===== src/rtl/ctx_save_seq.sv =====
module ctx_save_seq #(
  parameter int          AW         = 32,
  parameter logic [7:0]  NR_CODE    = 8'h01,
  parameter logic [7:0]  EMPTY_CODE = 8'h00
) (
  input  logic          clk,
  input  logic          rst_n,
  input  logic          start,
  input  logic [AW-1:0] base_addr,
  output logic          rd_valid,
  output logic          rd_sel,
  input  logic          rd_ready,
  input  logic [31:0]   rd_data,
  output logic          wr_valid,
  output logic [AW-1:0] wr_addr,
  output logic [31:0]   wr_data,
  input  logic          wr_ready,
  output logic          irq_req,
  input  logic          irq_ack,
  output logic          done,
  output logic          fmt_err
);

  typedef enum logic [2:0] {IDLE, RD_STAT, WAIT_IRQ, WR_FMT, RD_OP, WR_OP} state_t;

  state_t        st;
  logic [AW-1:0] addr;
  logic [15:0]   fmt;
  logic [5:0]    left;
  logic [31:0]   opbuf;

  wire [7:0] code    = rd_data[15:8];
  wire       rd_take = rd_valid && rd_ready;
  wire       wr_take = wr_valid && wr_ready;

  assign rd_valid = (st == RD_STAT) || (st == RD_OP);
  assign rd_sel   = (st == RD_OP);
  assign wr_valid = (st == WR_FMT) || (st == WR_OP);
  assign wr_addr  = addr;
  assign wr_data  = (st == WR_FMT) ? {fmt, 16'h0000} : opbuf;
  assign irq_req  = (st == WAIT_IRQ);

  always_ff @(posedge clk) begin
    if (!rst_n) begin
      st      <= IDLE;
      addr    <= '0;
      fmt     <= '0;
      left    <= '0;
      opbuf   <= '0;
      done    <= 1'b0;
      fmt_err <= 1'b0;
    end else begin
      done    <= 1'b0;
      fmt_err <= 1'b0;
      case (st)
        IDLE:
          if (start) begin
            addr <= base_addr;
            st   <= RD_STAT;
          end
        RD_STAT:
          if (rd_take) begin
            if (code == NR_CODE) begin
              st <= WAIT_IRQ;
            end else if (code != EMPTY_CODE && rd_data[1:0] != 2'b00) begin
              fmt_err <= 1'b1;
              st      <= IDLE;
            end else begin
              fmt  <= rd_data[15:0];
              left <= (code == EMPTY_CODE) ? 6'd0 : rd_data[7:2];
              st   <= WR_FMT;
            end
          end
        WAIT_IRQ:
          if (irq_ack) st <= RD_STAT;
        WR_FMT:
          if (wr_take) begin
            addr <= addr + AW'(4);
            if (left == 6'd0) begin
              done <= 1'b1;
              st   <= IDLE;
            end else begin
              st <= RD_OP;
            end
          end
        RD_OP:
          if (rd_take) begin
            opbuf <= rd_data;
            st    <= WR_OP;
          end
        WR_OP:
          if (wr_take) begin
            addr <= addr + AW'(4);
            left <= left - 6'd1;
            if (left == 6'd1) begin
              done <= 1'b1;
              st   <= IDLE;
            end else begin
              st <= RD_OP;
            end
          end
        default: st <= IDLE;
      endcase
    end
  end


  rd_hold_chk: assert property (@(posedge clk) disable iff (!rst_n)
    rd_valid && !rd_ready |=> rd_valid && $stable(rd_sel));


  wr_hold_chk: assert property (@(posedge clk) disable iff (!rst_n)
    wr_valid && !wr_ready |=> wr_valid && $stable(wr_addr) && $stable(wr_data));


  irq_hold_chk: assert property (@(posedge clk) disable iff (!rst_n)
    irq_req && !irq_ack |=> irq_req);


  one_outstanding_chk: assert property (@(posedge clk) disable iff (!rst_n)
    !(rd_valid && wr_valid));


  done_pulse_chk: assert property (@(posedge clk) disable iff (!rst_n)
    done |=> !done);


  done_err_excl_chk: assert property (@(posedge clk) disable iff (!rst_n)
    !(done && fmt_err));


  err_idle_chk: assert property (@(posedge clk) disable iff (!rst_n)
    fmt_err |-> !rd_valid && !wr_valid && !irq_req);

endmodule


===== config.mk =====
export PLATFORM = sky130hd
export DESIGN_NAME = ctx_save_seq
export DESIGN_NICKNAME = d
export VERILOG_FILES = /design/src/rtl/ctx_save_seq.sv
export SDC_FILE = /design/constraint.sdc
export NUM_CORES = 1
export LEC_CHECK = 0
export ABC_AREA = 0
export BUFFER_PORTS_ARGS = -buffer_cell sky130_fd_sc_hd__buf_2
export CAP_MARGIN = 25
export CORE_UTILIZATION = 53
export CTS_CLUSTER_SIZE = 8
export DETAILED_ROUTE_END_ITERATION = 10
export PLACE_DENSITY = 0.93
export SLEW_MARGIN = 15
export SYNTH_ARGS = -nofsm -noshare
export SYNTH_HDL_FRONTEND = slang
export SYNTH_SLANG_ARGS = --single-unit

===== constraint.sdc =====
create_clock -name clk -period 2.3 [get_ports clk]
set_input_delay 0.115 -clock clk [delete_from_list [all_inputs] [get_ports clk]]
set_output_delay 0.115 -clock clk [all_outputs]
set_load 0.02 [all_outputs]

* After elaboration in Yosys (flattened, before gate mapping)
Cells that the tools add are included.
** Word-level totals
- Memory bits (read-only) :: 0
- Bits in latches :: 0
- Register bits :: 91
- RAM bits :: 0
- Word-level logic and storage cells :: 76
- Memories :: 0
- Bits of input ports :: 70
** Cells by class
- Bitwise gates (word level) :: 5
- $mul :: 0
- Shifts and indexed selects :: 0
- $lt $le $gt $ge :: 0
- Reductions and logical operators :: 19
- Eq/ne operators :: 16
- Add/subtract/negate cells :: 2
- Div/mod/pow operators :: 0
- Mux-type cells :: 27
** Operators by type and width (count)
- 2-to-1 mux 32 bit :: 3
- one-hot mux 32 bit (2 select lines) :: 1
- adder 32 x 3 -> 32 bit, second input constant :: 1
- 2-to-1 mux 6 bit :: 5
- 2-to-1 mux 3 bit :: 8
- one-hot mux 3 bit (6 select lines) :: 1
- inequality test 2 bit, second input constant :: 6
- one-hot mux 6 bit (2 select lines) :: 1
- equality test 8 x 1 -> 1 bit, second input constant :: 1
- logical NOT 8 bit :: 1
- nonzero test 8 bit :: 1
- equality test 3 x 2 -> 1 bit, second input constant :: 2
- equality test 3 bit, second input constant :: 2
- equality test 6 x 1 -> 1 bit, second input constant :: 1
- logical NOT 6 bit :: 1
- inequality test 2 x 1 -> 1 bit, second input constant :: 3
- AND reduction 6 bit :: 1
- nonzero test 2 bit :: 3
- subtractor 6 x 1 -> 6 bit, second input constant :: 1
- 2-to-1 mux 1 bit :: 5
- NOT 1 bit :: 5
- AND reduction 5 bit :: 1
- 2-to-1 mux 2 bit :: 2
- AND reduction 4 bit :: 1
- 9 further kinds :: 12

* Logic depth before layout (Yosys ltp)
Gate-level depths: netlist of the first run.
- Depth in word-level cells :: 6
- Depth in mapped cells :: 9
- Depth with buffers taken out :: 7

* Worst setup path before layout of the first run
OpenSTA, ideal clock, no wires.
- Path kind :: register to register
- Start :: register addr[2], in the netlist wr_addr[2]
- End :: register addr[18], in the netlist wr_addr[18]
- Period minus slack after synthesis :: 1.914 ns
- Buffers on the path :: 0
- Data arrival time :: 1.800 ns
- Path slack :: 0.386 ns
- Cell stages (with the launch flop) :: 7
- Setup time :: 0.115 ns
- Path through :: dfxtp_1 -> ha_1 -> nand3_1 -> nor3_1 -> a21oi_1 -> o21a_1 -> o21a_1
** Between the ends
- Cells in the longest elaborated chain, start to end :: 3
** RTL lines
- start, declared :: RTL line 27 : logic [AW-1:0] addr;
- start signal, assigned :: RTL line 58 : addr <= base_addr;
- start signal, assigned :: RTL line 78 : addr <= addr + AW'(4);
- start signal, assigned :: RTL line 93 : addr <= addr + AW'(4);
- adder 32 x 3 -> 32 bit :: RTL line 78, 93
- 2-to-1 mux 32 bit :: RTL line 77, 92
- one-hot mux 32 bit (2 select lines) :: RTL line 55 : case (st)
No other way between the ends. The select of a mux whose other input is x is not followed.
A chain may end at the register's enable or synchronous reset.

* Worst setup path in the final report of the first run
- Start :: register st[1]
- End :: output port wr_valid
** Between the ends
- Cells in the longest elaborated chain, start to end :: 2
- Elaborated cells between the ends (all ways) :: 3
- Those cells by class :: 2 x eq/ne; 1 x reduce/logical
** RTL lines
- start, declared :: RTL line 26 : state_t st;
- start signal, assigned :: RTL line 45 : st <= IDLE;
- start signal, assigned :: RTL line 59 : st <= RD_STAT;
- start signal, assigned :: RTL line 64 : st <= WAIT_IRQ;
- equality test 3 x 2 -> 1 bit or equality test 3 bit (tied branches) :: RTL line 38 : assign wr_valid = (st == WR_FMT) || (st == WR_OP);
- logical OR 1 bit * :: RTL line 38
- end, declared :: RTL line 14 : output logic wr_valid,
Mark *: on every way between the ends. The rest lies on a longest branch, timed or not.

==> run summary, run 1 <==
GPL Wtd Cong -> 0.911
Storage cell area -> 0.00182 sq mm
total power per unit cell area -> 532 mW/mm^2
Critical Path RT -> 2.18 ns
drt total wl -> 14500 microns
via count -> 5519
crit-path max FO -> 25
share of cells above drive strength 1 -> 24.1%
Post-synth EDFFs -> 0
Die Wd -> 98.8 microns
1st-iter DRT viols -> 401
H-Tree Level Count -> 3
Synth Register Bits -> 91
post-synthesis cell area -> 0.00496 sq mm
capturing point of the worst reg2reg path -> wr_addr[24]
setup violators final -> 0
f_max -> 465 MHz
crit path DAT -> 2.03 ns
VDD IR max -> 0.392 mV
final hold viol count -> 0
first-pass GRT wire length -> 23900 microns
Antenna diodes -> 0
pin count of the biggest net entering global routing -> 38
WHS Path Cells -> 3
unrepaired setup endpoints after global routing -> false
placeable core area -> 0.00889 sq mm
Die Ht -> 98.8 microns
CTS Buffer Depth -> 2
max-cap viol count -> 0
Port Buffers -> 139
Setup CP Type -> flip-flop to output port
hold crit path type -> input port to flip-flop
grt ovf -> 0
DIE AREA -> 0.00975 sq mm
Avg WL per Cell -> 15.6 microns
Worst Setup Start Kind -> flip-flop
minimum clock period -> 2.15 ns
ys async rst share -> 0%
worst reg-to-reg setup slack -> 0.18 ns
Leak -> 2.68 nW
DP HPWL -> 9970 microns
# fillers -> 723
worst skew pair latency -> 0.37 ns
crit path capture type -> output port
total power -> 3.26 mW
setup_tns -> 0 ns
Layout Area Growth over Synthesis -> 23.4%
Synth Net Count -> 745
Pre-antenna DRT Iters -> 5
Syn. warnings -> 0
CTS buffer count -> 9
Root Buffer -> clkbuf_8
area occupied by multi-input gates -> 0.00288 sq mm
Slew HR -> 61.5%
Sinks on Clock Net -> 91
initial antenna violation count -> 0
nets -> 888
Worst-Margin Slew -> 0.575 ns
synth unique cells -> 67
Gate Count Post-Synth -> 672
r2r startpoint -> st[1]
Worst-path clk slew -> 0.09 ns
Initial Util -> 55.8%
prevailing post-synth register cell -> dfxtp_1
hold path startpoint -> rd_data[1]
setup bufs post-CTS -> 0
cell row count -> 34
Mapped Avg Cell Area -> 7.38 sq um
Via-to-Cell Ratio -> 5.95
Hold Crit Endpoint -> opbuf[1]
period utilisation layout -> 93.5%
post-route ant nets -> 0
Final Slew Violations -> 0
vias in the first global route -> 5000
status -> completed
DRC -> 0
r2r worst-path depth -> 5
Tot GR Track Use -> 30.0%
Setup Skew -> 0.0171 ns
post-synthesis sequential area ratio -> 36.7%
CTS tree -> built
I/O pin count -> 140
-- report_power, final --
part	total (mW)	leakage [nW]	internal, mW	switching [mW]
Combinational	0.493	1.84	0.206	0.286
Clock	1.06	0.102	0.468	0.595
Sequential	1.70	0.739	1.63	0.0741
Total	3.26	2.68	2.30	0.956
-- logic make-up after synthesis --
logic type               count (synthesis)  share of synthesized area (%)
adder cells (fa/ha/maj)                  3                          0.757
XOR/XNOR                                 2                          0.504
buffers and inverters                   55                           5.52
AO/OA/AOI/OAI                          152                           19.3
multiplexers                            11                           2.29
flip-flops                              91                           36.7
AND/OR/NAND/NOR                        358                           34.9
-- layer usage --
layer	routed length [microns]	GRT usage [%]	vias to the layer above
met4	431	10.8	0
li1	-	-	2668
met5	0	0	-
met3	1150	5.04	51
met2	6940	49.2	284
met1	5990	39.9	2516
-- cell usage in the layout, fill, tap and decap left out, types with 8 or more instances in the layout --
master         count
nand2_1          184
nand4_1           16
buf_4             24
dlygate4sd3_1     18
buf_2            139
nor2_1            26
a21oi_1           61
clkbuf_8          11
and2_1            20
nor3_1            14
o22ai_1            8
o21ai_0           25
dfxtp_1           91
nand3_1           44
mux2i_1            8
-- layout make-up --
| class | instances | area share (%) |
|---|---|---|
| Multi-Input combinational cell | 526 | 47.0 |
| Sequential cell | 91 | 29.8 |
| Timing Repair Buffer | 182 | 17.6 |
| Clock buffer | 11 | 2.47 |
| Tap cell | 108 | 2.21 |
| Clock inverter | 5 | 0.695 |
| Inverter | 5 | 0.306 |
-- state kept, by name, summed over array words and instances (netlist names) --
signal and flops:
opbuf 32, done 1, wr_addr 32, st 3, fmt_err 1, fmt 16, left 6
-- synthesized netlist by cell type, types with 4 or more instances --
cell type	number	area, sq um
nand2_1	184	691
dfxtp_1	91	1820
a21oi_1	61	305
nand3_1	44	220
nor2_1	26	97.6
o21ai_0	25	125
clkbuf_1	24	90.1
and2_1	20	125
nand4_1	16	100
buf_2	15	75.1
nor3_1	14	70.1
mux2i_1	8	80.1
o22ai_1	8	50.1
a31o_2	7	61.3
and3_1	7	43.8
nand2b_1	7	43.8
o21a_1	7	52.6
a31oi_1	6	37.5
or4_1	6	45.0
buf_6	5	56.3
nor4_1	5	31.3
or3_1	5	31.3
a41oi_1	4	35.0
inv_1	4	15.0
nand3b_1	4	30.0
-- worst max path at each step --
stage,startpoint,to,slack (ns),cells after the start
floorplan,wr_addr[2],wr_addr[18],0.39,6
detailed placement,st[1],wr_addr[24],0.23,5
finish,st[1],wr_valid,0.15,5
global placement,st[1],wr_addr[24],0.27,5
global route,st[2],wr_valid,0.05,5
CTS,st[2],wr_valid,0.18,5
-- per-stage QoR --
stage / instances / hold slack, ns / area [sq um] / util [%] / worst slack, ns
6_report: 928 / 0.0115 / 6120 / 68.9 / 0.150
5_1_grt: 928 / 0.0141 / 6120 / 68.9 / 0.0517
4_1_cts: 927 / 0.00102 / 6110 / 68.8 / 0.177
3_5_place_dp: 894 / 0.362 / 5750 / 64.7 / 0.232
3_3_place_gp: 894 / 0.347 / 5750 / 64.7 / 0.265
2_1_floorplan: 672 / 0.251 / 4960 / - / 0.386
-- worst max-delay path: stages (launching register included) --
cell and delay [ns]:
dfxtp_1 0.55, xor2_2 0.22, nand2_1 0.24, inv_1 0.27, buf_12 0.20, buf_2 0.18
-- timing repair --
action	in CTS	in global routing
hold buffers	17	1
hold endpoints to repair	17	1
resized for setup	0	0
Note: power is estimated with default switching activity, not from simulation.
==> inputs of run 2 (changes only) <==
- CORE_UTILIZATION: 53 -> 54
- CTS_BUF_LIST: unset -> sky130_fd_sc_hd__clkbuf_4
- PLACE_DENSITY: 0.93 -> 0.94
==> run summary, run 2 (synthesized netlist as in run 1, its figures left out) <==
period utilisation layout -> 91.3%
Buf/Inv on CP -> 0
DIE AREA -> 0.00958 sq mm
Worst-Margin Slew -> 0.606 ns
DP HPWL -> 10000 microns
initial antenna violation count -> 0
DRC -> 14
drt total wl -> 16700 microns
CTS tree -> built
Sinks on Clock Net -> 91
Tot GR Track Use -> 34.7%
nets -> 923
crit-path max FO -> 6
Die Wd -> 97.9 microns
unrepaired setup endpoints after global routing -> false
final hold viol count -> 0
setup_tns -> 0 ns
Leak -> 2.80 nW
Int Pwr -> 2.13 mW
I/O pin count -> 140
cell row count -> 34
Initial Util -> 56.4%
CTS Buffer Depth -> 2
Critical Path RT -> 2.71 ns
setup violators final -> 0
Combinational Power Share -> 17.1%
VDD IR max -> 0.322 mV
grt ovf -> 0
Design Area, Final -> 0.00642 sq mm
setup bufs post-CTS -> 0
total power -> 3.19 mW
failing checks -> DRC
Critical Path, Cell by Cell -> nand4_2 -> nor4_4 -> nand3_1 -> or4_1 -> a41oi_1
total power per unit cell area -> 497 mW/mm^2
CTS buffer count -> 9
Worst path slowest cell -> dfxtp_1
Die Ht -> 97.9 microns
pin count of the biggest net entering global routing -> 34
post-route ant nets -> 0
sw frac -> 33.1%
Layout Area Growth over Synthesis -> 29.3%
Final Slew Violations -> 0
hold crit path type -> input port to flip-flop
1st-iter DRT viols -> 654
vias in the first global route -> 5622
via count -> 5965
Pre-antenna DRT Iters -> 8
crit-path leading delay family -> simple AND/OR/NAND/NOR gates
Port Buffers -> 139
Via-to-Cell Ratio -> 6.19
first-pass GRT wire length -> 26800 microns
Avg WL per Cell -> 17.3 microns
most common cell after layout, fill and taps aside -> nand2_1
Setup Skew -> 0.0205 ns
status -> complete, but fails checks
crit path DAT -> 2.51 ns
crit path capture type -> flip-flop
Worst-path clk slew -> 0.17 ns
Slew HR -> 59.3%
slowest cell delay on critical path -> 0.53 ns
Antenna diodes -> 0
Reg power frac -> 53.6%
max-cap viol count -> 0
Worst Setup Start Kind -> flip-flop
Clock power frac -> 29.3%
f_max -> 476 MHz
worst skew pair latency -> 0.48 ns
minimum clock period -> 2.10 ns
H-Tree Level Count -> 3
Setup CP Type -> flip-flop to flip-flop
share of cells above drive strength 1 -> 23.4%
GPL Wtd Cong -> 0.863
commonest non-fill, non-tap cells in the layout -> nand2_1 (184), buf_2 (139), dfxtp_1 (89)
switching power -> 1.05 mW
placeable core area -> 0.00881 sq mm
Root Buffer -> clkbuf_4
Post-DP Area -> 0.00574 sq mm
==> run 2: cell count changes in the layout (fill, tap and decap cells not counted), sizes merged <==
cell,previous run,this run
dlygate4sd3,18,53
clkbuf,11,9
clkinv,3,5
==> run 2: path summary, 6_finish.rpt <==
path                 end  depth (start not counted)   startpoint  slack [ns]
max          wr_addr[29]                          5  wr_addr[12]        0.20
max reg2reg  wr_addr[29]                          5  wr_addr[12]        0.20
min                 done                          2     wr_ready       0.002
min reg2reg     opbuf[4]                          2     opbuf[4]        0.46
==> run 2: repair_timing <==
action | CTS | global route
hold buffers | 53 | 0
endpoints found under the setup margin | 0 | 33
resized for setup | 0 | 2
hold endpoints to repair | 69 | 0
==> run 2: cell type report <==
cell class                      instances  area, sq um
Clock buffer                            9         67.6
Fill cell                             612         2390
Timing Repair Buffer                  217         1410
Multi-Input combinational cell        526         2880
Clock inverter                          7         81.3
Inverter                                5         18.8
Sequential cell                        91         1820
Tap cell                              108          135
==> run 2: metrics by stage <==
stage | worst slack [ns] | std cells | hold WS [ns] | utilization (%)
after floorplan | 0.386 | 672 | 0.251 | -
after global routing | 0.0821 | 963 | 0.00493 | 72.9
final | 0.201 | 963 | 0.00198 | 72.9
after global placement | 0.274 | 894 | 0.348 | 65.1
after CTS | 0.0683 | 963 | 0.00269 | 72.9
after detailed placement | 0.262 | 894 | 0.361 | 65.1
==> run 2: routing by layer <==
layer	vias to the layer above	share of wire [%]	track usage, %
met4	0	5.1	21.3
li1	2727	-	-
met3	100	8.8	6.23
met5	-	0	0
met2	410	47	56.5
met1	2728	39	42.7
==> run 2: power groups by stage <==
stage	clock network [mW]	registers (mW)	logic [mW]
CTS	0.924	1.70	0.523
detailed placement	0	1.74	0.452
finish	0.934	1.71	0.544
global placement	0	1.73	0.446
floorplan	0	1.77	0.230
global route	0.996	1.72	0.581
==> inputs of run 3 (changes only) <==
- CORE_ASPECT_RATIO: unset -> 1.75
==> run summary, run 3 (synthesized netlist as in run 1, its figures left out) <==
area occupied by multi-input gates -> 0.00288 sq mm
max-cap viol count -> 0
Setup CP Type -> flip-flop to output port
H-Tree Level Count -> 3
Layout Area Growth over Synthesis -> 31.2%
most common cell after layout, fill and taps aside -> nand2_1
hold path startpoint -> base_addr[7]
Critical Path RT -> 2.18 ns
slowest cell delay on critical path -> 0.49 ns
unrepaired setup endpoints after global routing -> false
minimum clock period -> 2.14 ns
setup violators final -> 0
worst skew pair latency -> 0.47 ns
DRC -> 1
status -> complete, but fails checks
# fillers -> 650
I/O pin count -> 140
crit-path max FO -> 33
Die Wd -> 74.5 microns
drt total wl -> 17300 microns
Sinks on Clock Net -> 91
Die Ht -> 129 microns
CTS tree -> built
share of cells above drive strength 1 -> 23.1%
DP HPWL -> 11100 microns
worst reg-to-reg setup slack -> 0.20 ns
nets -> 933
WHS Path Cells -> 4
crit path capture type -> output port
post-cts sizing count -> 0
commonest non-fill, non-tap cells in the layout -> nand2_1 (184), buf_2 (139), dfxtp_1 (91)
Worst path slowest cell -> dfxtp_1
Worst-Margin Slew -> 0.572 ns
f_max -> 467 MHz
period utilisation layout -> 93.0%
r2r startpoint -> st[2]
placeable core area -> 0.00878 sq mm
grt ovf -> 0
hold crit path type -> input port to flip-flop
cell row count -> 45
Worst Setup Start Kind -> flip-flop
Tot GR Track Use -> 36.4%
Pre-antenna DRT Iters -> 8
Setup Skew -> 0.0203 ns
capturing point of the worst reg2reg path -> wr_addr[26]
Post-DP Area -> 0.00578 sq mm
crit path DAT -> 2.02 ns
DIE AREA -> 0.00959 sq mm
via count -> 6014
CTS buffer count -> 9
vias in the first global route -> 5745
VDD IR max -> 0.469 mV
post-route ant nets -> 0
GPL Wtd Cong -> 0.945
Worst-path clk slew -> 0.16 ns
failing checks -> DRC
Root Buffer -> clkbuf_4
pin count of the biggest net entering global routing -> 62
1st-iter DRT viols -> 548
Crit path top cell by count -> buf_4
first-pass GRT wire length -> 26800 microns
r2r worst-path depth -> 7
Design Area, Final -> 0.00651 sq mm
Hold Crit Endpoint -> wr_addr[7]
Storage cell area -> 0.00182 sq mm
final hold viol count -> 0
setup_tns -> 0 ns
fin util -> 74.1%
Initial Util -> 56.5%
Non-Filler Instances -> 983
Final Slew Violations -> 0
Port Buffers -> 139
Slew HR -> 61.9%
total power per unit cell area -> 478 mW/mm^2
DP Cell Count -> 906
Avg WL per Cell -> 17.6 microns
Leak -> 2.84 nW
CTS Buffer Depth -> 2
Via-to-Cell Ratio -> 6.12
initial antenna violation count -> 2
Critical Path, Cell by Cell -> buf_4 -> nand3b_1 -> buf_4 -> and2_1 -> buf_2
[run 3: power breakdown]
| part | internal [mW] | switching (mW) |
|---|---|---|
| Sequential | 1.63 | 0.0800 |
| Combinational | 0.255 | 0.301 |
| Clock | 0.242 | 0.610 |
[run 3: critical path, delay by kind of cell, from the launching register on]
kind	cells	cell delay [ns]
and+or+nand+nor	2	0.32
buffers and inverters	3	0.73
DFF	1	0.49
[run 3: how the worst max path moves through the flow]
| stage | from | to | slack [ns] |
|---|---|---|---|
| global placement | st[1] | wr_addr[31] | 0.32 |
| CTS | st[2] | wr_data[11] | 0.17 |
| global route | st[2] | wr_data[13] | 0.06 |
| floorplan | wr_addr[2] | wr_addr[18] | 0.39 |
| finish | st[2] | wr_data[13] | 0.16 |
| detailed placement | st[2] | wr_addr[26] | 0.25 |
[run 3: repair_timing]
action	in CTS	in global routing
setup buffers	0	0
endpoints found under the hold margin	76	0
hold buffers	60	0
[run 3: routing by layer]
layer / vias up / part of all wire (%) / track usage (%)
met5: - / 0 / 0
li1: 2757 / - / -
met3: 96 / 7.5 / 7.20
met1: 2784 / 34 / 36.6
met2: 377 / 53 / 67.1
met4: 0 / 4.9 / 20.3
[run 3: area by class of cell]
type	instances	share of cell area (%)
multi-input combinational	526	44.2
clock buffer	9	1.04
timing repair buffer	227	23.3
clock inverter	6	0.846
tap	117	2.25
antenna	2	0.0769
sequential	91	28.0
inverter	5	0.288
[run 3: metrics by stage]
stage	power [mW]	worst slack, ns	hold WS [ns]
after detailed placement	2.19	0.255	0.357
after CTS	3.09	0.167	0.0174
after global placement	2.18	0.321	0.351
final	3.12	0.160	0.0473
after global routing	3.23	0.0582	0.0494
after floorplan	2.00	0.386	0.251
